File: config.mk
export PLATFORM = sky130hd
export DESIGN_NAME = xctx_write_dispatch
export DESIGN_NICKNAME = d
export VERILOG_FILES = /design/src/rtl/xctx_pkg.sv /design/src/rtl/xctx_fmt_decode.sv /design/src/rtl/xctx_ctx_gate.sv /design/src/rtl/xctx_target_map.sv /design/src/rtl/xctx_write_dispatch.sv
export SDC_FILE = /design/constraint.sdc
export NUM_CORES = 1
export LEC_CHECK = 0
export BUFFER_PORTS_ARGS = -buffer_cell sky130_fd_sc_hd__buf_2
export CAP_MARGIN = 0
export CORE_ASPECT_RATIO = 0.75
export CORE_MARGIN = 2
export CORE_UTILIZATION = 40
export CTS_CLUSTER_SIZE = 40
export DETAILED_ROUTE_END_ITERATION = 16
export PLACE_DENSITY = 0.78
export SYNTH_ARGS = -nofsm -noshare
export SYNTH_HDL_FRONTEND = slang
export SYNTH_HIERARCHICAL = 1
export SYNTH_SLANG_ARGS = --single-unit
File: constraint.sdc
create_clock -name clk -period 2.6 [get_ports clk]
set_clock_uncertainty 0.15 [all_clocks]
set_input_delay 0.65 -clock clk [delete_from_list [all_inputs] [get_ports clk]]
set_output_delay 0.65 -clock clk [all_outputs]
set_load 0.02 [all_outputs]
File: src/rtl/xctx_pkg.sv
package xctx_pkg;
   localparam int IDX_W = 10;
   localparam logic [5:0] OPC_COP0 = 6'b010000;
   localparam logic [4:0] SUB_MOVE = 5'b01100;

   typedef enum logic [2:0] {
      CLS_CP0  = 3'd0,
      CLS_GPR  = 3'd1,
      CLS_ACC  = 3'd2,
      CLS_FPR  = 3'd3,
      CLS_FPCR = 3'd4,
      CLS_CP2D = 3'd5,
      CLS_CP2C = 3'd6
   } reg_class_e;

   typedef struct packed {
      logic [4:0] rt;
      logic [4:0] rd;
      logic [4:0] rx;
      logic       u;
      logic       h;
      logic [2:0] sel;
   } mv_fields_t;
endpackage

File: src/rtl/xctx_fmt_decode.sv
module xctx_fmt_decode
   import xctx_pkg::*;
(
   input  logic [31:0] instr_i,
   output mv_fields_t  fields_o,
   output logic        fmt_ok_o
);
   always_comb begin
      fields_o.rt  = instr_i[20:16];
      fields_o.rd  = instr_i[15:11];
      fields_o.rx  = instr_i[10:6];
      fields_o.u   = instr_i[5];
      fields_o.h   = instr_i[4];
      fields_o.sel = instr_i[2:0];
      fmt_ok_o     = (instr_i[31:26] == OPC_COP0) &&
                     (instr_i[25:21] == SUB_MOVE) &&
                     !instr_i[3];
   end
endmodule

File: src/rtl/xctx_ctx_gate.sv
module xctx_ctx_gate #(
   parameter int NUM_CTX = 8,
   parameter int VPE_W   = 2,
   localparam int CTX_W  = (NUM_CTX > 1) ? $clog2(NUM_CTX) : 1
) (
   input  logic [CTX_W-1:0]         tgt_ctx_i,
   input  logic [CTX_W-1:0]         max_ctx_i,
   input  logic                     mvp_priv_i,
   input  logic [VPE_W-1:0]         own_vpe_i,
   input  logic [NUM_CTX*VPE_W-1:0] ctx_vpe_tbl_i,
   output logic                     noop_o
);
   logic [VPE_W-1:0] bind_arr [NUM_CTX];

   for (genvar gi = 0; gi < NUM_CTX; gi++) begin : g_unpack
      assign bind_arr[gi] = ctx_vpe_tbl_i[gi*VPE_W +: VPE_W];
   end

   logic [VPE_W-1:0] tgt_bind;
   logic             tgt_known;

   always_comb begin
      tgt_bind  = '0;
      tgt_known = 1'b0;
      for (int i = 0; i < NUM_CTX; i++) begin
         if (tgt_ctx_i == CTX_W'(i)) begin
            tgt_bind  = bind_arr[i];
            tgt_known = 1'b1;
         end
      end
   end

   logic out_of_range;
   logic foreign;

   assign out_of_range = (tgt_ctx_i > max_ctx_i) || !tgt_known;
   assign foreign      = !mvp_priv_i && (tgt_bind != own_vpe_i);
   assign noop_o       = out_of_range || foreign;
endmodule

File: src/rtl/xctx_target_map.sv
module xctx_target_map
   import xctx_pkg::*;
(
   input  mv_fields_t       f_i,
   input  logic             width_match_i,
   output reg_class_e       cls_o,
   output logic [IDX_W-1:0] idx_o,
   output logic             hi_o,
   output logic             undef_o
);
   logic acc_ok;
   assign acc_ok = (f_i.rd == 5'd16) || ((f_i.rd < 5'd15) && (f_i.rd[1:0] != 2'b11));

   always_comb begin
      cls_o   = CLS_CP0;
      idx_o   = IDX_W'(f_i.rd);
      hi_o    = 1'b0;
      undef_o = 1'b0;
      if (!f_i.u) begin
         idx_o = IDX_W'({f_i.sel, f_i.rd});
         hi_o  = f_i.h;
      end else begin
         unique case (f_i.sel)
            3'd0: cls_o = CLS_GPR;
            3'd1: begin
               cls_o   = CLS_ACC;
               undef_o = !acc_ok;
            end
            3'd2: begin
               cls_o = CLS_FPR;
               if (width_match_i) undef_o = f_i.h;
               else               hi_o    = f_i.h;
            end
            3'd3: cls_o = CLS_FPCR;
            3'd4, 3'd5: begin
               cls_o = (f_i.sel == 3'd4) ? CLS_CP2D : CLS_CP2C;
               idx_o = {f_i.rx, f_i.rd};
               hi_o  = f_i.h;
            end
            default: undef_o = 1'b1;
         endcase
      end
   end
endmodule

File: src/rtl/xctx_write_dispatch.sv
module xctx_write_dispatch
   import xctx_pkg::*;
#(
   parameter int DATA_W  = 32,
   parameter int NUM_CTX = 8,
   parameter int VPE_W   = 2,
   localparam int CTX_W  = (NUM_CTX > 1) ? $clog2(NUM_CTX) : 1
) (
   input  logic                     clk,
   input  logic                     rst_n,
   input  logic                     issue_i,
   input  logic [31:0]              instr_i,
   input  logic [DATA_W-1:0]        src_data_i,
   input  logic [CTX_W-1:0]         tgt_ctx_i,
   input  logic [CTX_W-1:0]         max_ctx_i,
   input  logic                     mvp_priv_i,
   input  logic [VPE_W-1:0]         own_vpe_i,
   input  logic [NUM_CTX*VPE_W-1:0] ctx_vpe_tbl_i,
   input  logic                     width_match_i,
   output logic                     wr_en_o,
   output logic [CTX_W-1:0]         wr_ctx_o,
   output logic [2:0]               wr_class_o,
   output logic [IDX_W-1:0]         wr_idx_o,
   output logic                     wr_hi_o,
   output logic [DATA_W-1:0]        wr_data_o,
   output logic                     undef_o
);
   if (DATA_W < 1) begin : g_bad_data
      $error("DATA_W must be positive");
   end
   if (NUM_CTX < 2) begin : g_bad_ctx
      $error("NUM_CTX must be at least 2");
   end
   if (VPE_W < 1) begin : g_bad_vpe
      $error("VPE_W must be positive");
   end

   mv_fields_t       fld;
   logic             fmt_ok;
   logic             noop;
   reg_class_e       cls_c;
   logic [IDX_W-1:0] idx_c;
   logic             hi_c;
   logic             undef_c;

   xctx_fmt_decode u_fmt (
      .instr_i  (instr_i),
      .fields_o (fld),
      .fmt_ok_o (fmt_ok)
   );

   xctx_ctx_gate #(.NUM_CTX(NUM_CTX), .VPE_W(VPE_W)) u_gate (
      .tgt_ctx_i     (tgt_ctx_i),
      .max_ctx_i     (max_ctx_i),
      .mvp_priv_i    (mvp_priv_i),
      .own_vpe_i     (own_vpe_i),
      .ctx_vpe_tbl_i (ctx_vpe_tbl_i),
      .noop_o        (noop)
   );

   xctx_target_map u_map (
      .f_i           (fld),
      .width_match_i (width_match_i),
      .cls_o         (cls_c),
      .idx_o         (idx_c),
      .hi_o          (hi_c),
      .undef_o       (undef_c)
   );

   logic go;
   assign go = issue_i && fmt_ok && !noop;

   always_ff @(posedge clk or negedge rst_n) begin
      if (!rst_n) begin
         wr_en_o    <= 1'b0;
         undef_o    <= 1'b0;
         wr_ctx_o   <= '0;
         wr_class_o <= '0;
         wr_idx_o   <= '0;
         wr_hi_o    <= 1'b0;
         wr_data_o  <= '0;
      end else begin
         wr_en_o <= go && !undef_c;
         undef_o <= go && undef_c;
         if (issue_i) begin
            wr_ctx_o   <= tgt_ctx_i;
            wr_class_o <= cls_c;
            wr_idx_o   <= idx_c;
            wr_hi_o    <= hi_c;
            wr_data_o  <= src_data_i;
         end
      end
   end

   // write and undefined pulse are mutually exclusive
   a_r12_exclusive: assert property (@(posedge clk) disable iff (!rst_n)
      !(wr_en_o && undef_o));

   // no strobe, no output activity one cycle later
   a_r2_idle: assert property (@(posedge clk) disable iff (!rst_n)
      !issue_i |=> (!wr_en_o && !undef_o));

   // malformed word produces nothing
   a_r3_bad_format: assert property (@(posedge clk) disable iff (!rst_n)
      (issue_i && !fmt_ok) |=> (!wr_en_o && !undef_o));

   // target beyond the implemented range is a no-op
   a_r4_range: assert property (@(posedge clk) disable iff (!rst_n)
      (issue_i && (tgt_ctx_i > max_ctx_i)) |=> (!wr_en_o && !undef_o));

   // data and context follow the request
   a_r12_payload: assert property (@(posedge clk) disable iff (!rst_n)
      issue_i |=> (wr_data_o == $past(src_data_i) && wr_ctx_o == $past(tgt_ctx_i)));

   // general register writes are always the low half
   a_r7_gpr_low: assert property (@(posedge clk) disable iff (!rst_n)
      (wr_en_o && wr_class_o == 3'd1) |-> !wr_hi_o);
endmodule

Word-level counts from Yosys, hierarchy flattened
Cells that the tools add are included.

Order comparisons: 2. Equal/unequal tests: 17. Multiplexer cells: 27. Reductions and logical operators: 21.

Operator list (count): 10-bit two-way mux (2); 3-bit == test, second input constant (6); 2-bit two-way mux (9); 3-bit one-hot mux with 5 select lines (1); 3-bit by 2-bit == test with 1-bit output, second input constant (4); 1-bit two-way mux (12); 1-bit logical AND (8); 3-bit by 1-bit == test with 1-bit output, second input constant (2); 6-bit by 5-bit == test with 1-bit output, second input constant (1); 1-bit zero test (6); 3-bit zero test (2); 5-bit by 4-bit == test with 1-bit output, second input constant (1); 5-bit == test, second input constant (1); 5-bit by 4-bit less-than comparator with 1-bit output, second input constant (1); 4-bit OR reduction (1); 3-bit greater-than comparator (1); 1-bit logical OR (3); 3-bit two-way mux (1); 1-bit one-hot mux with 3 select lines (1); 2-bit != test (1); 2-bit != test, second input constant (1); 1-bit one-hot mux with 2 select lines (1); 2-bit OR reduction (1).

Bits in registers: 51. Input bits: 93. Output and inout bits: 51. Logic and storage cells: 74.

Logic depth before layout (Yosys ltp)
Depth after elaboration: 15. Gate-level depth with buffers: 7.

By module
Netlist, hierarchy kept.

Modules (own cells, without submodules): xctx_write_dispatch (times used 1, cells each 108, area each 2137.0 µm²); xctx_ctx_gate (times used 1, cells each 31, area each 267.8 µm²); xctx_target_map (times used 1, cells each 34, area each 203.9 µm²); xctx_fmt_decode (times used 1, cells each 24, area each 187.7 µm²).

Worst setup path after synthesis
No wires, ideal clock.

Kind: input to register. From: in tgt_ctx_i[1]. To: reg wr_en_o. Setup time: 121 ps. Data arrival time: 1996 ps. Slack: 333 ps. Cell stages on the path: 7. Buffers on the path: 1. Cells stage by stage: buf_6 -> mux4_1 -> o22ai_1 -> a21oi_1 -> xnor2_1 -> o211ai_1 -> and4bb_2.

Cells in the longest elaborated chain, start to end: 15. Elaborated cells on any way between the ends: 33. Those cells by class: 1 x order compare; 8 x eq/ne; 16 x mux; 8 x reduce/logical.

Ends and longest elaborated chain: start: declaration (RTL line xctx_write_dispatch.sv:14) `input logic [CTX_W-1:0] tgt_ctx_i,`; 3-bit zero test (RTL line xctx_ctx_gate.sv:26) `if (tgt_ctx_i == CTX_W'(i)) begin`; 2-bit two-way mux / 1-bit two-way mux (equally long branches) (8 in series) (RTL line xctx_ctx_gate.sv:26); 2-bit != test / 1-bit zero test (equally long branches) (RTL line xctx_ctx_gate.sv:37, xctx_ctx_gate.sv:36); 1-bit logical AND / 1-bit logical OR (equally long branches) (RTL line xctx_ctx_gate.sv:37, xctx_ctx_gate.sv:36); 1-bit logical OR * (RTL line xctx_ctx_gate.sv:38) `assign noop_o = out_of_range || foreign;`; net noop (RTL line xctx_write_dispatch.sv:40) `logic noop;`; 1-bit zero test * (RTL line xctx_write_dispatch.sv:71) `assign go = issue_i && fmt_ok && !noop;`; 1-bit logical AND * (RTL line xctx_write_dispatch.sv:71); 1-bit logical AND * (RTL line xctx_write_dispatch.sv:83) `wr_en_o <= go && !undef_c;`; end signal: assignment (RTL line xctx_write_dispatch.sv:83); end: declaration (RTL line xctx_write_dispatch.sv:20) `output logic wr_en_o,`.

The timed path passes the listed nets; every way through them passes the cells marked *. A chain may end at the register's enable or synchronous reset.

Worst setup path in the final report
Ends and elaborated chain as after synthesis.

==> summary.md <==
| Metric | Value |
|---|---|
| Hpwl dp | 4340 um |
| Cts repair resizes | 0 |
| Vias in the first global route | between 1500 and 2000 |
| Clk sink count | 51 |
| Final min period | about 2.2 ns |
| Worst slew pin tran | approximately 0.48 ns |
| Final setup vio count | 0 |
| Final instance area | around 0.0034 mm^2 |
| Max-slew headroom | 0.677 |
| Peak supply drop | approximately 240 uV |
| CTS max path bufs | 2 |
| GR Util All Layers | 0.150 |
| Nets | slightly above 400 |
| Synth Area per Inst | between 10 and 15 um^2 |
| Routability cong. | approximately 0.86 |
| Worst-Skew Late Latency | 0.29 ns |
| Final slew viol count | 0 |
| Chip Width | ~100 um |
| Post-Route WL | between 5000 and 6000 um |
| Syn Nets | about 290 |
| First-pass GRT wire length | 9240 um |
| Core ar. | between 0.006 and 0.007 mm^2 |
| Sum of negative setup slack | 0 ns |
| Req. time, crit path | 2.64 ns |
| Largest net degree at the start of global routing | 52 |
| Leak Pwr | 1.84 nW |
| CTS Buf Count | 5 |
| RSZ-0062 raised after global routing | false |
| Fill cell total of the finished layout | 606 |
| Mapped Cells | between 150 and 200 |
| Status | completed |
| Via count | around 1900 |
| CTS tree | yes |
| DIE AREA | roughly 0.0076 mm^2 |
| R2r endpoint | wr_idx_o[0]$_DFFE_PN0P_ |
| Post-route ant nets | 0 |
| N_diodes | 0 |
| Proportion of layout cells with a drive suffix above 1 | 0.655 |
| Root Driver | clkbuf_8 |
| Final hold vios | 0 |
| R2R Setup Slk | between 1.5 and 2 ns |
| Max Fclk | around 450 MHz |
| Initial core utilization | 0.410 |
| Vias per cell | between 4 and 5 |
| Reg-to-reg startpoint | wr_idx_o[0]$_DFFE_PN0P_ |
| Setup crit end kind | register |
| GRT overflow | 0 |
| Crit Path Class | primary input to register |
| Post-route DRC | 0 |
| Setup crit start kind | primary input |
| Port bufs | approximately 140 |
| First-pass detailed-route iteration total | 4 |
| Syn. warnings | 6 |
| P per Cell Area | between 500 and 600 mW/mm^2 |
| Io pins | 144 |
| Drt wl/cell | about 14 um |
| Synth-to-Final Area Change | 24.3% |
| H-Tree Depth | 2 |
| Die span in y | 75.9 um |
| Iter 0 DRT Violations | between 40 and 50 |
| Clk pin slew, worst setup/hold paths | 0.09 ns |
| Max_cap viols | 0 |
| Number of cell rows | 26 |
| Critical path arrival | 2.24 ns |
| Worst hold slack | 0.158 ns |
| Inst Count DP | just under 400 |
| Hold Path Class | primary input to asynchronous set/reset pin |
| R2R depth | 1 |
| Post-Syn Area | 0.00276 mm^2 |
| CP max FO | 3 |
| Initial antenna violation count | 0 |
| Area post-placement | approximately 0.0033 mm^2 |
| Non-filler instance count after layout | 397 |
| Crit path launch | tgt_ctx_i[1] |
| Final Util | 0.509 |
| Hold_buf cts | 0 |
| Post-CTS Setup Inserts | 0 |
| Final period utilization | 0.848 |
==> flip-flops by register name, summed over array words and instances (netlist names) <==
register and count:
wr_en_o 1, wr_idx_o 10, wr_data_o 32, wr_hi_o 1
undef_o 1, wr_class_o 3, wr_ctx_o 3
==> layer usage <==
metal  part of all wire  GRT usage
met4              0.015     0.0521
met5                  0          0
met2               0.48      0.245
met3              0.068     0.0332
met1               0.44      0.198
==> cells in the final DEF, fill, tap and decap left out, drive strengths merged, types with 2 or more instances in the layout <==
| cell type | count |
|---|---|
| and2b | 2 |
| nor2b | 5 |
| clkbuf | 6 |
| o21ai | 3 |
| buf | 141 |
| nor4 | 2 |
| and3 | 3 |
| mux2i | 2 |
| nor2 | 5 |
| or2b | 2 |
| ha | 3 |
| dfrtp | 51 |
| inv | 6 |
| mux2 | 52 |
| nand3 | 3 |
| mux4 | 2 |
| o22ai | 3 |
| a21oi | 5 |
==> critical path: stages <==
cell and delay, ns:
buf_2 0.13, mux4_1 0.57, o22ai_1 0.16, a21oi_1 0.07, xnor2_1 0.12, o211ai_1 0.26
and4bb_2 0.28
==> final cells by class <==
cell class	instances	area (um^2)	share of cell area
sequential	51	1280	0.372
multi-input combinational	107	1190	0.346
timing repair buffer	141	738	0.215
tap	84	105	0.0307
clock buffer	6	82.6	0.0241
inverter	6	22.5	0.00657
clock inverter	2	16.3	0.00474
==> how the worst max path moves through the flow <==
| stage | to |
|---|---|
| 4_1_cts | wr_en_o$_DFF_PN0_ |
| 5_1_grt | wr_en_o$_DFF_PN0_ |
| 2_1_floorplan | wr_en_o$_DFF_PN0_ |
| 3_3_place_gp | wr_en_o$_DFF_PN0_ |
| 3_5_place_dp | wr_en_o$_DFF_PN0_ |
| 6_report | wr_en_o$_DFF_PN0_ |
==> power breakdown <==
part | internal [mW] | switching (mW) | total (mW)
Clock | 0.217 | 0.252 | 0.470
Combinational | 0.245 | 0.238 | 0.483
Sequential | 0.866 | 0.0395 | 0.906
Total | 1.33 | 0.530 | 1.86
==> metrics by stage <==
step | power [mW] | setup slack [ns]
after floorplan | 1.25 | 0.333
after global placement | 1.39 | 0.129
after detailed placement | 1.41 | 0.0983
after CTS | 1.89 | 0.421
after global routing | 1.96 | 0.328
final | 1.86 | 0.396
Note: power is estimated with default switching activity, not from simulation.
